`src/rtl/dspace_pkg.sv`:
```
package dspace_pkg;
  typedef logic [15:0] addr_t;
  typedef logic [15:0] word_t;

  typedef struct packed {
    word_t rdata;
    addr_t ptr;
    logic  trap;
  } rsp_t;

  function automatic addr_t step_ptr(input addr_t a, input logic incr, input logic is_byte);
    if (!incr) return a;
    return is_byte ? a + 16'd1 : a + 16'd2;
  endfunction
endpackage

```
`src/rtl/dm_window.sv`:
```
module dm_window #(
  parameter int unsigned LO    = 32'h0800,
  parameter int unsigned HI    = 32'h0880,
  parameter int unsigned BASE  = 32'h0800,
  parameter int unsigned IDX_W = 6
) (
  input  logic [15:0]      addr,
  output logic             hit,
  output logic [IDX_W-1:0] idx
);
  localparam logic [15:0] BASE_W = 16'(BASE / 2);

  always_comb begin
    hit = (32'(addr) >= LO) && (32'(addr) < HI);
    idx = IDX_W'({1'b0, addr[15:1]} - BASE_W);
  end
endmodule

```
`src/rtl/dm_lane_array.sv`:
```
module dm_lane_array #(
  parameter int unsigned WORDS = 64,
  parameter int unsigned IDX_W = 6
) (
  input  logic             clk,
  input  logic             rst_n,
  input  logic [1:0]       lane_we,
  input  logic [IDX_W-1:0] w_idx,
  input  logic [15:0]      w_data,
  input  logic [IDX_W-1:0] ra_idx,
  output logic [15:0]      ra_data,
  input  logic [IDX_W-1:0] rb_idx,
  output logic [15:0]      rb_data
);
  for (genvar L = 0; L < 2; L++) begin : g_lane
    logic [7:0] cells [WORDS];

    always_ff @(posedge clk) begin
      if (!rst_n) begin
        for (int i = 0; i < int'(WORDS); i++) cells[i] <= 8'h00;
      end else if (lane_we[L]) begin
        cells[w_idx] <= w_data[8*L +: 8];
      end
    end

    assign ra_data[8*L +: 8] = cells[ra_idx];
    assign rb_data[8*L +: 8] = cells[rb_idx];
  end
endmodule

```
`src/rtl/dm_rsp_stage.sv`:
```
module dm_rsp_stage
  import dspace_pkg::*;
(
  input  logic clk,
  input  logic rst_n,
  input  logic in_valid,
  output logic in_ready,
  input  rsp_t in_data,
  output logic out_valid,
  input  logic out_ready,
  output rsp_t out_data
);
  assign in_ready = !out_valid || out_ready;

  always_ff @(posedge clk) begin
    if (!rst_n) begin
      out_valid <= 1'b0;
      out_data  <= '0;
    end else if (in_ready) begin
      out_valid <= in_valid;
      if (in_valid) out_data <= in_data;
    end
  end
endmodule

```
`src/rtl/dspace_access_unit.sv`:
```
module dspace_access_unit
  import dspace_pkg::*;
#(
  parameter int unsigned X_LO = 32'h0800,
  parameter int unsigned X_HI = 32'h0880,
  parameter int unsigned Y_LO = 32'h0840,
  parameter int unsigned Y_HI = 32'h0880
) (
  input  logic        clk,
  input  logic        rst_n,
  input  logic        x_req_valid,
  output logic        x_req_ready,
  input  logic [15:0] x_req_addr,
  input  logic        x_req_byte,
  input  logic        x_req_write,
  input  logic        x_req_incr,
  input  logic [15:0] x_req_wdata,
  output logic        x_rsp_valid,
  input  logic        x_rsp_ready,
  output logic [15:0] x_rsp_rdata,
  output logic [15:0] x_rsp_ptr,
  output logic        x_rsp_trap,
  input  logic        y_req_valid,
  output logic        y_req_ready,
  input  logic [15:0] y_req_addr,
  input  logic        y_req_incr,
  output logic        y_rsp_valid,
  input  logic        y_rsp_ready,
  output logic [15:0] y_rsp_rdata,
  output logic [15:0] y_rsp_ptr,
  output logic        y_rsp_trap,
  output logic        addr_err
);
  localparam int unsigned WORDS = (X_HI - X_LO) / 2;
  localparam int unsigned IDX_W = $clog2(WORDS);

  logic             x_hit, y_hit, x_acc, y_acc;
  logic [IDX_W-1:0] x_idx, y_idx;
  logic [15:0]      x_word, y_word, x_rd;
  logic [1:0]       lane_we;
  logic [15:0]      w_data;
  rsp_t             x_in, y_in, x_out, y_out;
  logic             err_q;

  dm_window #(.LO(X_LO), .HI(X_HI), .BASE(X_LO), .IDX_W(IDX_W)) u_xwin (
    .addr(x_req_addr), .hit(x_hit), .idx(x_idx));
  dm_window #(.LO(Y_LO), .HI(Y_HI), .BASE(X_LO), .IDX_W(IDX_W)) u_ywin (
    .addr(y_req_addr), .hit(y_hit), .idx(y_idx));

  assign x_acc = x_req_valid && x_req_ready;
  assign y_acc = y_req_valid && y_req_ready;

  always_comb begin
    lane_we[0] = x_acc && x_req_write && x_hit && (!x_req_byte || !x_req_addr[0]);
    lane_we[1] = x_acc && x_req_write && x_hit && (!x_req_byte ||  x_req_addr[0]);
    w_data     = x_req_byte ? {x_req_wdata[7:0], x_req_wdata[7:0]} : x_req_wdata;
  end

  dm_lane_array #(.WORDS(WORDS), .IDX_W(IDX_W)) u_mem (
    .clk(clk), .rst_n(rst_n), .lane_we(lane_we), .w_idx(x_idx), .w_data(w_data),
    .ra_idx(x_idx), .ra_data(x_word), .rb_idx(y_idx), .rb_data(y_word));

  always_comb begin
    if (!x_hit || x_req_write) x_rd = 16'h0000;
    else if (x_req_byte)       x_rd = {8'h00, x_req_addr[0] ? x_word[15:8] : x_word[7:0]};
    else                       x_rd = x_word;
    x_in = '{rdata: x_rd,
             ptr:   step_ptr(x_req_addr, x_req_incr, x_req_byte),
             trap:  !x_hit};
    y_in = '{rdata: y_hit ? y_word : 16'h0000,
             ptr:   step_ptr(y_req_addr, y_req_incr, 1'b0),
             trap:  !y_hit};
  end

  dm_rsp_stage u_xrsp (
    .clk(clk), .rst_n(rst_n), .in_valid(x_req_valid), .in_ready(x_req_ready),
    .in_data(x_in), .out_valid(x_rsp_valid), .out_ready(x_rsp_ready), .out_data(x_out));
  dm_rsp_stage u_yrsp (
    .clk(clk), .rst_n(rst_n), .in_valid(y_req_valid), .in_ready(y_req_ready),
    .in_data(y_in), .out_valid(y_rsp_valid), .out_ready(y_rsp_ready), .out_data(y_out));

  always_ff @(posedge clk) begin
    if (!rst_n) err_q <= 1'b0;
    else        err_q <= (x_acc && !x_hit) || (y_acc && !y_hit);
  end

  assign addr_err    = err_q;
  assign x_rsp_rdata = x_out.rdata;
  assign x_rsp_ptr   = x_out.ptr;
  assign x_rsp_trap  = x_out.trap;
  assign y_rsp_rdata = y_out.rdata;
  assign y_rsp_ptr   = y_out.ptr;
  assign y_rsp_trap  = y_out.trap;
endmodule

```
`config.mk`:
```
export PLATFORM = sky130hd
export DESIGN_NAME = dspace_access_unit
export DESIGN_NICKNAME = d
export VERILOG_FILES = /design/src/rtl/dspace_pkg.sv /design/src/rtl/dm_window.sv /design/src/rtl/dm_lane_array.sv /design/src/rtl/dm_rsp_stage.sv /design/src/rtl/dspace_access_unit.sv
export SDC_FILE = /design/constraint.sdc
export NUM_CORES = 2
export LEC_CHECK = 0
export CAP_MARGIN = 20
export CORE_ASPECT_RATIO = 1.5
export CORE_MARGIN = 5
export CORE_UTILIZATION = 35
export DETAILED_ROUTE_END_ITERATION = 8
export GPL_TIMING_DRIVEN = 0
export PLACE_DENSITY = 0.46
export SLEW_MARGIN = 20
export SYNTH_ARGS = -nofsm -noshare
export SYNTH_HDL_FRONTEND = slang
export SYNTH_SLANG_ARGS = --single-unit
```
`constraint.sdc`:
```
create_clock -name clk -period 4.1 [get_ports clk]
set_clock_uncertainty 0.15 [all_clocks]
set_input_delay 1.23 -clock clk [delete_from_list [all_inputs] [get_ports clk]]
set_output_delay 1.23 -clock clk [all_outputs]
set_load 0.02 [all_outputs]
```
==> impl_results.md <==
- Post-Syn Area: 53510 sq um
- WP data required: 4610 ps
- Post-layout min period: 4267 ps
- Pwr per Cell Area: 438.4 nW/um^2
- CP bufs+invs: 6
- Initial antenna violation count: 40
- Worst r2r src: u_xrsp.out_valid$_SDFFE_PN0N_
- Simple-gate share of the synthesized area: 14.14%
- Final period utilization: 104.1%
- CP max-delay cell: a222oi_1
- Initial Utilization: 35.26%
- Max_cap viols: 0
- Min-delay src: u_xrsp.out_data[27]$_SDFFE_PN0N_
- Via density: 6.472
- Seq/Total Area, Yosys: 60.05%
- Synth Warn #: 0
- Setup ws final: -166.6 ps
- Post-synth ARST share: 0%
- TritonCTS clock tree: built
- Post-DRT Antenna Nets: 0
- Crit end category: flop
- Final setup fails: 99
- Max Root-Sink Buffers: 3
- Mapped Nets: 4216
- Final hold vios: 0
- Most frequent cells in the layout: edfxtp_1 (1024), nor2_1 (652), and2_1 (517)
- Crit path largest cell delay: 940 ps
- Crit-path cells: buf_4, buf_8, buf_8, buf_6, buf_8, o21ai_1, a222oi_1, o22ai_1, nor4_4, buf_4, a221oi_1
- Commonest non-fill, non-tap cell in the layout: edfxtp_1
- Most common cell on crit path: buf_8
- Pre-Repair DR Iteration Count: 7
- Largest family of logic cells by synthesized area: simple AND/OR/NAND/NOR gates
- Beginning of the critical path: x_req_addr[1]
- Cts hold-fix bufs: 0
- Total Wirelength: 315400 microns
- Crit-path max FO: 10
- Post-placement cell count: 6385
- DP HPWL: 226300 microns
- Adder-cell share of the synthesized area: 0.1403%
- Placer Congestion: 1.029
- Rows: 175
- Hold Crit Class: reg -> reg
- Die H: 488.9 microns
- Fmax: 0.2344 GHz
- Total GRT Usage: 38.43%
- Slew @ Worst Pin: 1264 ps
- Vias: 43020
- Worst Path Arrival: 4780 ps
- Status: finished with violations
- Pin count of the biggest net entering global routing: 16
- Yosys reg bits: 1093
- RSZ-0062 raised after global routing: false
- GRT overflow: 0
- Clock sink count: 1093
- Area contributors post-synth: edfxtp_1 (57%), mux4_2 (8.6%), and2_1 (6.0%), nor2_1 (4.7%), mux2i_1 (3.9%)
- Setup_tns: -3990 ps
- LEAKAGE: 22.63 nW
- Xor/xnor share of the synthesized area: 0.3601%
- Fin Hold WS: 296.1 ps
- Number of H-tree levels: 3
- Root Driver: clkbuf_16
- Remaining DRCs: 0
- Avg Cell Area, Syn: 12.89 sq um
- Mux share of post-synthesis cell area: 13.97%
- First DRT Iteration DRCs: 6888
- First-pass GRT wire length: 403700 microns
- Area of the multi-input gates: 20640 sq um
- Synthesized instance count: 4152
- VDD IR-drop max: 0.0003614 V
- Max Transition Viols Final: 0
- Yosys top cell by area: edfxtp_1
- Fill cells: 14190
- Post-DR wirelength/cell: 47.45 microns
- Synth Area in Compound Gates: 8.138%
- Syn-to-layout area delta: 19.79%
- Core box area: 151700 sq um
- CP startpoint kind: input port
- Failing checks: negative setup slack
- I/O Pins: 129
- Non-Filler Instances: 6646
- CP top delay family: buffers and inverters
- Cell variety after synth: 75
- Reg clk slew, reported paths: 70 ps
- Final instance area: 64090 sq um
- Worst skew pair latency: 800 ps
- Post-synth EDFFs: 1024
- Vias in the first global route: 41130
- Die ar.: 161000 sq um
- Synth top area share: 57.47%
- Layout cell share with drive strength beyond 1: 20.93%
- Main synth FF type: edfxtp_1
- CTS buffer count: 114
- Setup CP Type: in -> reg
- Setup slack at placement: -2919 ps
- Dpl cell area: 58480 sq um
- Die W: 329.2 microns
- Relative slew slack: 15.72%
- Register area: 32130 sq um
- Final nets: 4555
- IO Port Bufs: 121
synthesized netlist by cell type, types with 6 or more instances:
library cell and instances:
a211oi_1 30, a21oi_1 79, a221o_1 26, a221oi_1 95, a222oi_1 10, a22o_1 22
a22oi_1 78, a31oi_1 12, a32oi_1 6, and2_1 517, and3_1 15, buf_1 24
buf_2 93, buf_4 35, buf_6 12, clkbuf_1 189, dfxtp_1 69, edfxtp_1 1024
ha_1 6, mux2_2 67, mux2i_1 207, mux4_2 205, nand2_1 235, nand2b_1 9
nand3_1 27, nand4_1 9, nor2_1 672, nor2_2 6, nor2b_1 10, nor3_1 13
nor3_4 6, nor4_1 7, o211ai_1 7, o21ai_0 156, o21ai_1 11, o221ai_1 13
o22ai_1 42, o2bb2ai_1 9, or3_1 7, xor2_1 17
report_power, final:
group | internal, mW | switching (mW)
Combinational | 1.08 | 2.77
Clock | 6.51 | 4.93
Sequential | 12.6 | 0.239
Total | 20.2 | 7.94
metal layers:
metal  wire, microns  global-route usage [%]  vias up
met5             113                       0        -
met3           34250                   12.10     1252
met2          140300                   58.88     3495
li1                -                       -    16290
met1          102800                   42.12    21960
met4           37970                   36.17       14
registers in the layout, summed over array words and instances, names as in the netlist:
register            cells
u_mem.g_lane.cells   1024
u_yrsp.out_valid        1
u_xrsp.out_valid        1
u_xrsp.out_data        33
u_yrsp.out_data        33
addr_err                1
cell families after synthesis:
kind of cell    Yosys count
mux                     482
simple gates           1561
flops                  1093
buf+inv                 363
compound gates          625
xor+xnor                 22
fa+ha+maj                 6
worst min-delay path, cell delays in order (launching register included):
cell and delay [ps]:
dfxtp_1 310, nand2_1 50, o21ai_1 50
repair_timing:
action / 4_1_cts / 5_1_grt
pin swaps: 19 / 9
endpoints found under the hold margin: 0 / 0
endpoints found under the setup margin: 2053 / 647
resized for setup: 333 / 61
setup buffers: 23 / 4
final cells by class:
class                           count  share of cell area [%]
Clock buffer                      140                   4.730
Clock inverter                     77                   1.429
Antenna cell                       19                 0.07418
Timing Repair Buffer              225                   3.838
Sequential cell                  1093                   50.13
Multi-Input combinational cell   2696                   32.21
Inverter                            8                 0.05076
Tap cell                         2035                   3.973
Buffer                            353                   3.568
per-stage QoR:
step	power, mW	util [%]
after floorplan	14.43	-
after global placement	16.38	37.74
after detailed placement	16.52	38.54
after CTS	27.80	42.06
after global routing	28.36	42.21
final	28.10	42.24
path summary, 6_finish.rpt:
check	to	cells after the start	slack [ps]
worst max-delay path	u_xrsp.out_data[17]$_SDFFE_PN0N_	11	-170
worst min-delay path	u_xrsp.out_data[27]$_SDFFE_PN0N_	2	300
worst max register to register	u_mem.g_lane[1].cells[31][0]$_SDFFCE_PN0P_	9	570
worst min register to register	u_xrsp.out_data[27]$_SDFFE_PN0N_	2	300
Note: power is estimated with default switching activity, not from simulation.
